<file path="src/rtl/pill_pkg.sv">
package pill_pkg;

  typedef logic [3:0] keyCode_t;

  localparam keyCode_t KEY_LOAD  = 4'hA;
  localparam keyCode_t KEY_CLEAR = 4'hB;
  localparam keyCode_t KEY_SPARE = 4'hC;
  localparam keyCode_t KEY_NONE  = 4'hF;

  // strobes passed from keypad control to the counting datapath
  typedef struct packed {
    logic     digitWr;
    keyCode_t digitVal;
    logic     loadReq;
    logic     clearReq;
  } keyStrobe_t;

  // two BCD digits to binary: tens*8 + tens*2 + units
  function automatic logic [7:0] bcdToBin(input logic [7:0] bcd);
    logic [7:0] tens;
    logic [7:0] units;
    tens  = {4'b0, bcd[7:4]};
    units = {4'b0, bcd[3:0]};
    return (tens << 3) + (tens << 1) + units;
  endfunction

endpackage

</file>
<file path="src/rtl/pill_keypad_ctl.sv">
module pill_keypad_ctl
  import pill_pkg::*;
(
  input  logic       clk,
  input  logic       rst,
  input  logic [3:0] rowLines,
  input  logic [3:0] colLines,
  output keyStrobe_t strb
);

  keyCode_t curCode;
  keyCode_t prevCode;
  logic     fresh;

  function automatic logic [1:0] oneHotIdx(input logic [3:0] v);
    logic [1:0] idx;
    idx = 2'd0;
    for (int i = 0; i < 4; i++) begin
      if (v[i]) idx = 2'(i);
    end
    return idx;
  endfunction

  function automatic keyCode_t decodeKey(input logic [3:0] row, input logic [3:0] col);
    logic [1:0] r;
    logic [1:0] c;
    keyCode_t   code;
    r = oneHotIdx(row);
    c = oneHotIdx(col);
    if (!$onehot(row) || !$onehot(col)) begin
      code = KEY_NONE;
    end else if (r != 2'd3 && c != 2'd3) begin
      code = keyCode_t'({2'b0, r} * 4'd3 + {2'b0, c} + 4'd1);
    end else if (r == 2'd3 && c == 2'd1) begin
      code = 4'd0;
    end else if (r == 2'd0 && c == 2'd3) begin
      code = KEY_LOAD;
    end else if (r == 2'd3 && c == 2'd3) begin
      code = KEY_CLEAR;
    end else begin
      code = KEY_SPARE;
    end
    return code;
  endfunction

  always_ff @(posedge clk) begin
    if (rst) begin
      curCode  <= KEY_NONE;
      prevCode <= KEY_NONE;
    end else begin
      curCode  <= decodeKey(rowLines, colLines);
      prevCode <= curCode;
    end
  end

  // one action per press: act only on the first cycle of a new code
  assign fresh = (curCode != prevCode);

  always_comb begin
    strb.digitWr  = fresh && (curCode <= 4'd9);
    strb.digitVal = curCode;
    strb.loadReq  = fresh && (curCode == KEY_LOAD);
    strb.clearReq = fresh && (curCode == KEY_CLEAR);
  end

endmodule

</file>
<file path="src/rtl/pill_bcd_total.sv">
module pill_bcd_total #(
  parameter int DIGITS = 4
) (
  input  logic                  clk,
  input  logic                  rst,
  input  logic                  incr,
  output logic [4*DIGITS-1:0]   value
);

  logic [DIGITS:0] carry;

  assign carry[0] = incr;

  for (genvar g = 0; g < DIGITS; g++) begin : g_digit
    logic [3:0] dig;
    assign carry[g+1] = carry[g] && (dig == 4'd9);
    always_ff @(posedge clk) begin
      if (rst) begin
        dig <= 4'd0;
      end else if (carry[g]) begin
        dig <= (dig == 4'd9) ? 4'd0 : dig + 4'd1;
      end
    end
    assign value[4*g +: 4] = dig;
  end

endmodule

</file>
<file path="src/rtl/pill_count_path.sv">
module pill_count_path
  import pill_pkg::*;
#(
  parameter int BOTTLES_PER_BOX = 24,
  parameter int BOXES_PER_RUN   = 18,
  parameter int TOTAL_DIGITS    = 4,
  parameter int BOTTLE_W        = $clog2(BOTTLES_PER_BOX),
  parameter int BOX_W           = $clog2(BOXES_PER_RUN)
) (
  input  logic                      clk,
  input  logic                      rst,
  input  keyStrobe_t                strb,
  input  logic                      tensSel,
  input  logic                      tabletPulse,
  output logic [7:0]                presetBin,
  output logic [7:0]                tabletCount,
  output logic [BOTTLE_W-1:0]       bottleCount,
  output logic [BOX_W-1:0]          boxCount,
  output logic [4*TOTAL_DIGITS-1:0] totalBcd,
  output logic                      bottleFull,
  output logic                      boxFull,
  output logic                      done
);

  localparam logic [BOTTLE_W-1:0] LastBottle = BOTTLE_W'(BOTTLES_PER_BOX - 1);
  localparam logic [BOX_W-1:0]    LastBox    = BOX_W'(BOXES_PER_RUN - 1);

  logic [7:0] digitReg;
  logic [7:0] stagedVal;
  logic       stagedValid;
  logic       countTablet;
  logic       atLast;
  logic       takePreset;
  logic       runEnd;

  // held keypad entry
  always_ff @(posedge clk) begin
    if (rst) begin
      digitReg <= 8'h00;
    end else if (strb.clearReq) begin
      digitReg <= 8'h00;
    end else if (strb.digitWr) begin
      if (tensSel) digitReg[7:4] <= strb.digitVal;
      else         digitReg[3:0] <= strb.digitVal;
    end
  end

  assign countTablet = tabletPulse && !done && (presetBin != 8'd0);
  assign atLast      = (tabletCount == presetBin - 8'd1);
  assign bottleFull  = countTablet && atLast;
  assign boxFull     = bottleFull && (bottleCount == LastBottle);
  assign runEnd      = boxFull && (boxCount == LastBox);
  assign takePreset  = stagedValid &&
                       (((tabletCount == 8'd0) && !countTablet) || bottleFull);

  // staged value waits for a bottle boundary
  always_ff @(posedge clk) begin
    if (rst) begin
      stagedVal   <= 8'd0;
      stagedValid <= 1'b0;
      presetBin   <= 8'd0;
    end else begin
      if (takePreset) begin
        presetBin   <= stagedVal;
        stagedValid <= 1'b0;
      end
      if (strb.clearReq) begin
        stagedValid <= 1'b0;
      end else if (strb.loadReq) begin
        stagedVal   <= bcdToBin(digitReg);
        stagedValid <= 1'b1;
      end
    end
  end

  always_ff @(posedge clk) begin
    if (rst) begin
      tabletCount <= 8'd0;
      bottleCount <= '0;
      boxCount    <= '0;
      done        <= 1'b0;
    end else if (countTablet) begin
      tabletCount <= atLast ? 8'd0 : tabletCount + 8'd1;
      if (bottleFull) begin
        bottleCount <= (bottleCount == LastBottle) ? '0 : bottleCount + 1'b1;
      end
      if (boxFull) begin
        if (runEnd) done <= 1'b1;
        else        boxCount <= boxCount + 1'b1;
      end
    end
  end

  pill_bcd_total #(.DIGITS(TOTAL_DIGITS)) u_total (
    .clk  (clk),
    .rst  (rst),
    .incr (countTablet),
    .value(totalBcd)
  );

endmodule

</file>
<file path="src/rtl/pill_line_ctrl.sv">
module pill_line_ctrl
  import pill_pkg::*;
#(
  parameter int BOTTLES_PER_BOX = 24,
  parameter int BOXES_PER_RUN   = 18,
  parameter int TOTAL_DIGITS    = 4,
  parameter int BOTTLE_W        = $clog2(BOTTLES_PER_BOX),
  parameter int BOX_W           = $clog2(BOXES_PER_RUN)
) (
  input  logic                      clk,
  input  logic                      rst,
  input  logic                      tabletPulse,
  input  logic [3:0]                rowLines,
  input  logic [3:0]                colLines,
  input  logic                      tensSel,
  output logic [7:0]                presetBin,
  output logic [7:0]                tabletCount,
  output logic [BOTTLE_W-1:0]       bottleCount,
  output logic [BOX_W-1:0]          boxCount,
  output logic [4*TOTAL_DIGITS-1:0] totalBcd,
  output logic                      bottleFull,
  output logic                      boxFull,
  output logic                      done
);

  keyStrobe_t keyStrb;

  pill_keypad_ctl u_keys (
    .clk     (clk),
    .rst     (rst),
    .rowLines(rowLines),
    .colLines(colLines),
    .strb    (keyStrb)
  );

  pill_count_path #(
    .BOTTLES_PER_BOX(BOTTLES_PER_BOX),
    .BOXES_PER_RUN  (BOXES_PER_RUN),
    .TOTAL_DIGITS   (TOTAL_DIGITS),
    .BOTTLE_W       (BOTTLE_W),
    .BOX_W          (BOX_W)
  ) u_path (
    .clk        (clk),
    .rst        (rst),
    .strb       (keyStrb),
    .tensSel    (tensSel),
    .tabletPulse(tabletPulse),
    .presetBin  (presetBin),
    .tabletCount(tabletCount),
    .bottleCount(bottleCount),
    .boxCount   (boxCount),
    .totalBcd   (totalBcd),
    .bottleFull (bottleFull),
    .boxFull    (boxFull),
    .done       (done)
  );

endmodule

</file>
<file path="config.mk">
export PLATFORM = sky130hd
export DESIGN_NAME = pill_line_ctrl
export DESIGN_NICKNAME = d
export VERILOG_FILES = /design/src/rtl/pill_pkg.sv /design/src/rtl/pill_keypad_ctl.sv /design/src/rtl/pill_bcd_total.sv /design/src/rtl/pill_count_path.sv /design/src/rtl/pill_line_ctrl.sv
export SDC_FILE = /design/constraint.sdc
export NUM_CORES = 1
export LEC_CHECK = 0
export ABC_AREA = 1
export CORE_UTILIZATION = 45
export DETAILED_ROUTE_END_ITERATION = 12
export GPL_TIMING_DRIVEN = 0
export PLACE_DENSITY = 0.68
export SLEW_MARGIN = 20
export SYNTH_ARGS = -nofsm -noshare
export SYNTH_HDL_FRONTEND = slang
export SYNTH_SLANG_ARGS = --single-unit
</file>
<file path="constraint.sdc">
create_clock -name clk -period 2.9 [get_ports clk]
set_input_delay 0.58 -clock clk [delete_from_list [all_inputs] [get_ports clk]]
set_output_delay 0.58 -clock clk [all_outputs]
set_load 0.01 [all_outputs]
</file>
# Yosys cells after proc, flatten, opt, wreduce, memory -nomap -nowiden
# Cells that the tools add are included.
# op_classes
mux	20
eq_ne	17
reduce_logical	35
bitwise	3
mul	1
add_sub_neg	18
magnitude_cmp	1
# op_table
cell	count
$mux W4	7
$eq A4 B4 Y1 const B	6
$add A4 B1 Y4 const B	5
$logic_and A1 B1 Y1	17
$mux W2	6
$add A5 B1 Y5 const B	2
$eq A5 B5 Y1 const B	2
$add A1 B1 Y2	4
$add A7 B5 Y8	1
$add A8 B1 Y8 const B	1
$add A8 B4 Y8	1
$eq A8 B8 Y1	1
$logic_not A8 Y1	1
$mux W8	1
$reduce_and A2 Y1	4
$reduce_bool A8 Y1	1
$sub A8 B1 Y8 const B	1
$add A3 B3 Y3	2
$eq A3 B1 Y1 const B	2
$reduce_and A3 Y1	2
$mux W5	1
$add A4 B2 Y4	1
$eq A2 B2 Y1 const B	2
$le A4 B4 Y1 const B	1
12 further kinds	23
# word_totals
output_inout_bits	45
register_bits	68

# Logic depth before layout (Yosys ltp)
# depth
ltp_word	10
mapped_depth	16
mapped_depth_nobuf	15

# Cells and area by module
# From an unflattened synthesis, not the netlist that was laid out.
# hier_totals
hier_cells	568
hier_area_um2	4042.6
# modules_own_cells
module	instances	area_each_um2	cells_each	seq_area_each_um2
pill_count_path	1	2514.9	352	880.8
pill_bcd_total	1	818.3	115	320.3
pill_keypad_ctl	1	709.4	101	160.2

# Worst setup path after synthesis
# OpenSTA, ideal clock, no wires.
# synth_path
kind	input -> register
from	in rowLines[2]
to	reg u_keys.curCode[1]
n_path_buf	0
path_slack_ns	0.549
arrival_time_ns	2.187
stages	8
cell_sequence	inv_1 > ha_1 > ha_1 > fa_1 > nor2_1 > nand3_1 > nor4_1 > o311ai_0
# synth_between
elab_chain_len	9
elab_cells_between_ends	23
cone_classes	4 x add/sub; 1 x mul; 3 x eq/ne; 7 x mux; 8 x reduce/logical
# synth_rtl
item	line_no	source
start: declaration	pill_line_ctrl.sv:13	input logic [3:0] rowLines,
branches (longest 9 deep; another with $mul A2 B2 Y4)	--	
end signal: assignment	pill_keypad_ctl.sv:51	curCode <= decodeKey(rowLines, colLines);
end: declaration	pill_keypad_ctl.sv:11	keyCode_t curCode;
# Several ways; the timed one is not identified. The select of a mux whose other input is x is not followed.
# A chain may end at the register's enable or synchronous reset.

# Worst setup path in the final report
# layout_path
from	reg u_path.presetBin[0]
to	out boxFull
# layout_between
elab_chain_len	4
elab_cells_between_ends	6
cone_classes	1 x add/sub; 1 x eq/ne; 4 x reduce/logical
# layout_rtl
item	line_no	source
start: declaration	pill_count_path.sv:15	output logic [7:0] presetBin,
start signal: assignment	pill_count_path.sv:64	presetBin <= stagedVal;
$sub A8 B1 Y8 / $reduce_bool A8 Y1 (equally long branches)	pill_count_path.sv:49, pill_count_path.sv:48	
$eq A8 B8 Y1 / $logic_and A1 B1 Y1 (equally long branches)	pill_count_path.sv:49, pill_count_path.sv:48	
$logic_and A1 B1 Y1 *	pill_count_path.sv:50	assign bottleFull = countTablet && atLast;
$logic_and A1 B1 Y1 *	pill_count_path.sv:51	assign boxFull = bottleFull && (bottleCount == LastBottle);
end: declaration	pill_line_ctrl.sv:22	output logic boxFull,
# Mark *: on every way between the ends. The rest lies on a longest branch, timed or not.

==> report_table.html <==
<table>
<tr><th>Metric</th><th>Value</th></tr>
<tr><th colspan="2">Die</th></tr>
<tr><td>Die ar.</td><td>0.00901 mm^2</td></tr>
<tr><td>X dimension of the die</td><td>94.9 um</td></tr>
<tr><td>Effective utilization at floorplan</td><td>between 40% and 50%</td></tr>
<tr><td>Row count</td><td>33</td></tr>
<tr><td>Core Region</td><td>~0.0083 mm^2</td></tr>
<tr><td>Height of the die</td><td>between 90 and 100 um</td></tr>
<tr><td>Io pins</td><td>57</td></tr>
<tr><th colspan="2">Clock tree</th></tr>
<tr><td>Clock tree buffer depth</td><td>2</td></tr>
<tr><td>Clock slew at reported path FFs</td><td>0.07 ns</td></tr>
<tr><td>H-tree depth</td><td>3</td></tr>
<tr><td>Cell at the root of the clock tree</td><td>clkbuf_8</td></tr>
<tr><td>Num Clock Sinks</td><td>68</td></tr>
<tr><td>Clk_lat worst skew</td><td>approximately 0.35 ns</td></tr>
<tr><td>Clock tree from TritonCTS</td><td>built</td></tr>
<tr><td>Clock buffer count from CTS</td><td>9</td></tr>
<tr><th colspan="2">Power</th></tr>
<tr><td>Internal power contribution</td><td>approximately 1.4 mW</td></tr>
<tr><td>Part of the power in combinational logic</td><td>about 6.2%</td></tr>
<tr><td>Part of the power in the clock network</td><td>between 40% and 50%</td></tr>
<tr><td>Power after layout</td><td>roughly 1.9 mW</td></tr>
<tr><td>Leak Pwr</td><td>2.02 nW</td></tr>
<tr><td>Relative contribution of sequential cells to total power</td><td>roughly half</td></tr>
<tr><td>Switching portion of total power</td><td>a little under a quarter</td></tr>
<tr><td>Worst vdd ir</td><td>~210 uV</td></tr>
<tr><td>Power per standard cell area</td><td>just under 400 mW/mm^2</td></tr>
<tr><td>Net switching power</td><td>0.428 mW</td></tr>
<tr><th colspan="2">Worst setup path</th></tr>
<tr><td>Arrival time of data at the critical path endpoint</td><td>between 2 and 2.5 ns</td></tr>
<tr><td>Cell type with the highest occurrence count on the critical path</td><td>nand2_1</td></tr>
<tr><td>Crit path kind</td><td>register to output port</td></tr>
<tr><td>Crit-path max FO</td><td>8</td></tr>
<tr><td>Top Family by Delay on Critical Path</td><td>simple AND/OR/NAND/NOR gates</td></tr>
<tr><td>Critical path, cell by cell</td><td>inv_2 -&gt; ha_1 -&gt; clkbuf_4 -&gt; nand2_1 -&gt; nor2_1 -&gt; nand2_1 -&gt; nand2_1 -&gt; nand2_1 -&gt; nor2_1 -&gt; nand2_1 -&gt; nor2_4 -&gt; nand3_1 -&gt; inv_2 -&gt; clkbuf_2</td></tr>
<tr><td>Worst path required time</td><td>about 2.3 ns</td></tr>
<tr><td>Cell with the largest stage delay on the worst path</td><td>dfxtp_4</td></tr>
<tr><td>Type of destination of the critical path</td><td>output port</td></tr>
<tr><td>Maximum cell stage delay along the critical path</td><td>roughly 0.37 ns</td></tr>
<tr><td>Worst path bufs/invs</td><td>4</td></tr>
<tr><td>Critical Path Source Type</td><td>register</td></tr>
<tr><th colspan="2">Outcome</th></tr>
<tr><td>Status</td><td>finished, final reports clean</td></tr>
<tr><th colspan="2">Cells and area</th></tr>
<tr><td>Number of diodes</td><td>0</td></tr>
<tr><td>Final Non-Filler Cells</td><td>between 700 and 800</td></tr>
<tr><td>Ratio of cells with drive above 1 in the final layout</td><td>around 9%</td></tr>
<tr><td>Layout area overhead</td><td>23.4%</td></tr>
<tr><td>Number of filler instances in the final layout</td><td>about 770</td></tr>
<tr><td>Number of nets in the layout</td><td>646</td></tr>
<tr><td>Post-route design area</td><td>approximately 0.0048 mm^2</td></tr>
<tr><td>Final core occ</td><td>57.8%</td></tr>
<tr><th colspan="2">Synth</th></tr>
<tr><td>Number of register bits inferred by synthesis</td><td>about 70</td></tr>
<tr><td>Most used standard cell by instance count after synthesis</td><td>nand2_1</td></tr>
<tr><td>Biggest area contributors in the synthesized netlist</td><td>dfxtp_1, nand2_1, ha_1, inv_1, a21oi_1</td></tr>
<tr><td>Post-synthesis instance area</td><td>0.00389 mm^2</td></tr>
<tr><td>Synthesis Warnings</td><td>0</td></tr>
<tr><td>Most frequent cells after synthesis</td><td>nand2_1, dfxtp_1, inv_1, nor2_1, a21oi_1</td></tr>
<tr><td>Synthesized instance count</td><td>533</td></tr>
<tr><td>Cell type with the highest aggregate area in the netlist</td><td>dfxtp_1</td></tr>
<tr><td>Ys flop type</td><td>dfxtp_1</td></tr>
<tr><td>Number of flops mapped to enable cells by yosys</td><td>0</td></tr>
<tr><td>Post-synth net total</td><td>578</td></tr>
<tr><td>Yosys cell types</td><td>between 40 and 50</td></tr>
<tr><td>Share of the yosys chip area belonging to registers</td><td>35.0%</td></tr>
<tr><td>Mapped Avg Cell Area</td><td>7.29 um^2</td></tr>
<tr><td>Portion of synthesized cell area occupied by the leading cell type</td><td>a little over a third</td></tr>
<tr><td>Share of synthesized registers carrying an async set or reset</td><td>0%</td></tr>
<tr><th colspan="2">GRT</th></tr>
<tr><td>Antenna violations before repair</td><td>0</td></tr>
<tr><td>Total congestion overflow</td><td>0</td></tr>
<tr><td>Wire length of the first global-routing pass</td><td>14.7 mm</td></tr>
<tr><td>Maximum number of pins on one net before global-route repair</td><td>12</td></tr>
<tr><td>Number of global-route vias before repair</td><td>approximately 3,300</td></tr>
<tr><td>Global-route usage over all layers</td><td>21.0%</td></tr>
<tr><th colspan="2">Timing</th></tr>
<tr><td>Tmin final</td><td>around 2.7 ns</td></tr>
<tr><td>Max-slew headroom at the worst pin</td><td>around three fifths</td></tr>
<tr><td>Final max-slew violation count</td><td>0</td></tr>
<tr><td>Final clock period utilization by the worst path</td><td>94.0%</td></tr>
<tr><td>Worst hold slack</td><td>between 0.4 and 0.5 ns</td></tr>
<tr><td>Achievable frequency</td><td>approximately 370 MHz</td></tr>
<tr><td>Final number of setup-violating endpoints</td><td>0</td></tr>
<tr><td>Fin Setup TNS</td><td>0 ns</td></tr>
<tr><td>Fin. Hold Viols</td><td>0</td></tr>
<tr><td>Post-Route Skew</td><td>approximately 0.017 ns</td></tr>
<tr><td>Worst path setup slack after routing</td><td>about 0.17 ns</td></tr>
<tr><td>Transition time of the tightest slew-check pin</td><td>just over 0.6 ns</td></tr>
<tr><th colspan="2">Drt</th></tr>
<tr><td>Via density per instance</td><td>approximately 5</td></tr>
<tr><td>DR pass1 iterations</td><td>5</td></tr>
<tr><td>Detail-routed net length per standard cell</td><td>between 10 and 15 um</td></tr>
<tr><td>Total number of vias</td><td>~3,600</td></tr>
<tr><td>Aggregate routed wire length</td><td>around 8.8 mm</td></tr>
<tr><td>Remaining design rule violation count</td><td>0</td></tr>
<tr><td>DRC violation total after the first TritonRoute iteration</td><td>about 130</td></tr>
<tr><td>ANT nets after route</td><td>0</td></tr>
<tr><th colspan="2">Job</th></tr>
<tr><td>Number of maximum-capacitance violations</td><td>0</td></tr>
<tr><th colspan="2">Place</th></tr>
<tr><td>Placed cell areas</td><td>~0.0046 mm^2</td></tr>
<tr><td>Place WS</td><td>-0.399 ns</td></tr>
<tr><td>Port Buffers</td><td>between 50 and 60</td></tr>
<tr><td>Routability Congestion</td><td>between 0.8 and 0.9</td></tr>
<tr><td>Cell count after placement</td><td>just under 700</td></tr>
<tr><td>Post-DP HPWL</td><td>between 6 and 7 mm</td></tr>
<tr><th colspan="2">Min path</th></tr>
<tr><td>Worst min-delay path class</td><td>register to register</td></tr>
</table>
## power by group through the flow
stage	logic [mW]	registers [mW]	clock network, mW
detailed placement	0.112	0.961	0
global placement	0.108	0.962	0
global route	0.131	0.939	0.863
CTS	0.113	0.939	0.815
floorplan	0.0732	0.960	0
finish	0.114	0.939	0.801
## cells by family after synthesis
logic type | Yosys count | synth area share [%]
xor gates and xnor gates | 18 | 4.06
adders and majority gates | 33 | 11.8
DFF | 68 | 35.0
and+or+nand+nor | 256 | 30.1
AOI/OAI and AO/OA | 81 | 11.4
buffers and inverters | 77 | 7.63
## worst paths after layout
path	startpoint	endpoint	slack, ns	cells past startpoint
setup / recovery	u_path.presetBin[0]	boxFull	0.17	14
hold / removal	u_path.digitReg[2]	u_path.digitReg[2]	0.47	2
setup reg to reg	u_path.presetBin[0]	u_path.tabletCount[6]	0.73	14
hold reg to reg	u_path.digitReg[2]	u_path.digitReg[2]	0.47	2
## final cells by class
type	instances	area [um^2]	area share, %
plain buffers	8	37.5	0.783
clock buffers	12	155	3.24
clock inverters	4	47.5	0.992
inverters	69	262	5.45
multi-input cells	388	2240	46.7
flip-flops and latches	68	1370	28.5
well taps	105	131	2.74
repair buffers	57	558	11.6
## timing repair
action / in CTS / in global routing
resized for setup: 7 / 7
hold buffers: 0 / 0
buffers inserted: 1 / 0
setup endpoints to repair: 2 / 3
gates cloned: 0 / 0
hold endpoints to repair: 0 / 0
pin swaps: 1 / 0
## routing by layer
metal | vias to the layer above | global-route usage, % | share of wire (%)
met1 | 1625 | 25.0 | 45
met2 | 70 | 36.9 | 50
met4 | 0 | 7.58 | 1.6
met5 | - | 0 | 0
li1 | 1862 | - | -
met3 | 11 | 4.59 | 4.1
## worst min-delay path: cells and delay by family, from the launching register on
family	cells	cell delay (ns)
AOI/OAI and AO/OA	1	0.05
DFF	1	0.32
and+or+nand+nor	1	0.06
## flip-flops by register name, summed over array words and instances, names as in the netlist
register                    cells
u_keys.prevCode                 4
u_path.done                     1
u_path.presetBin                8
u_path.boxCount                 5
u_path.stagedValid              1
u_path.tabletCount              8
u_keys.curCode                  4
u_path.bottleCount              5
u_path.u_total.g_digit.dig     16
u_path.digitReg                 8
u_path.stagedVal                8
## cells in the final DEF (no fill, tap or decap), drive strengths merged
cell type      synthesis  routed
nand2                128     128
dfxtp                 68      68
inv                   68      68
nor2                  63      63
clkdlybuf4s50          0      54
a21oi                 45      45
nand3                 36      36
ha                    27      27
o21ai                 26      26
clkbuf                 4      19
xnor2                 12      12
nand4                  9       9
nor3                   8       8
xor2                   6       6
fa                     6       6
nor3b                  4       4
buf                    4       4
clkinv                 1       3
nand3b                 2       2
or2                    2       2
a211oi                 2       2
and3                   2       2
a31oi                  2       2
nor2b                  1       1
nor4                   1       1
o311ai                 1       1
o21ba                  1       1
o21bai                 1       1
o32ai                  1       1
o21a                   1       1
a21o                   1       1
clkinvlp               0       1
bufinv                 0       1
Power figures use the tool's default switching activity.
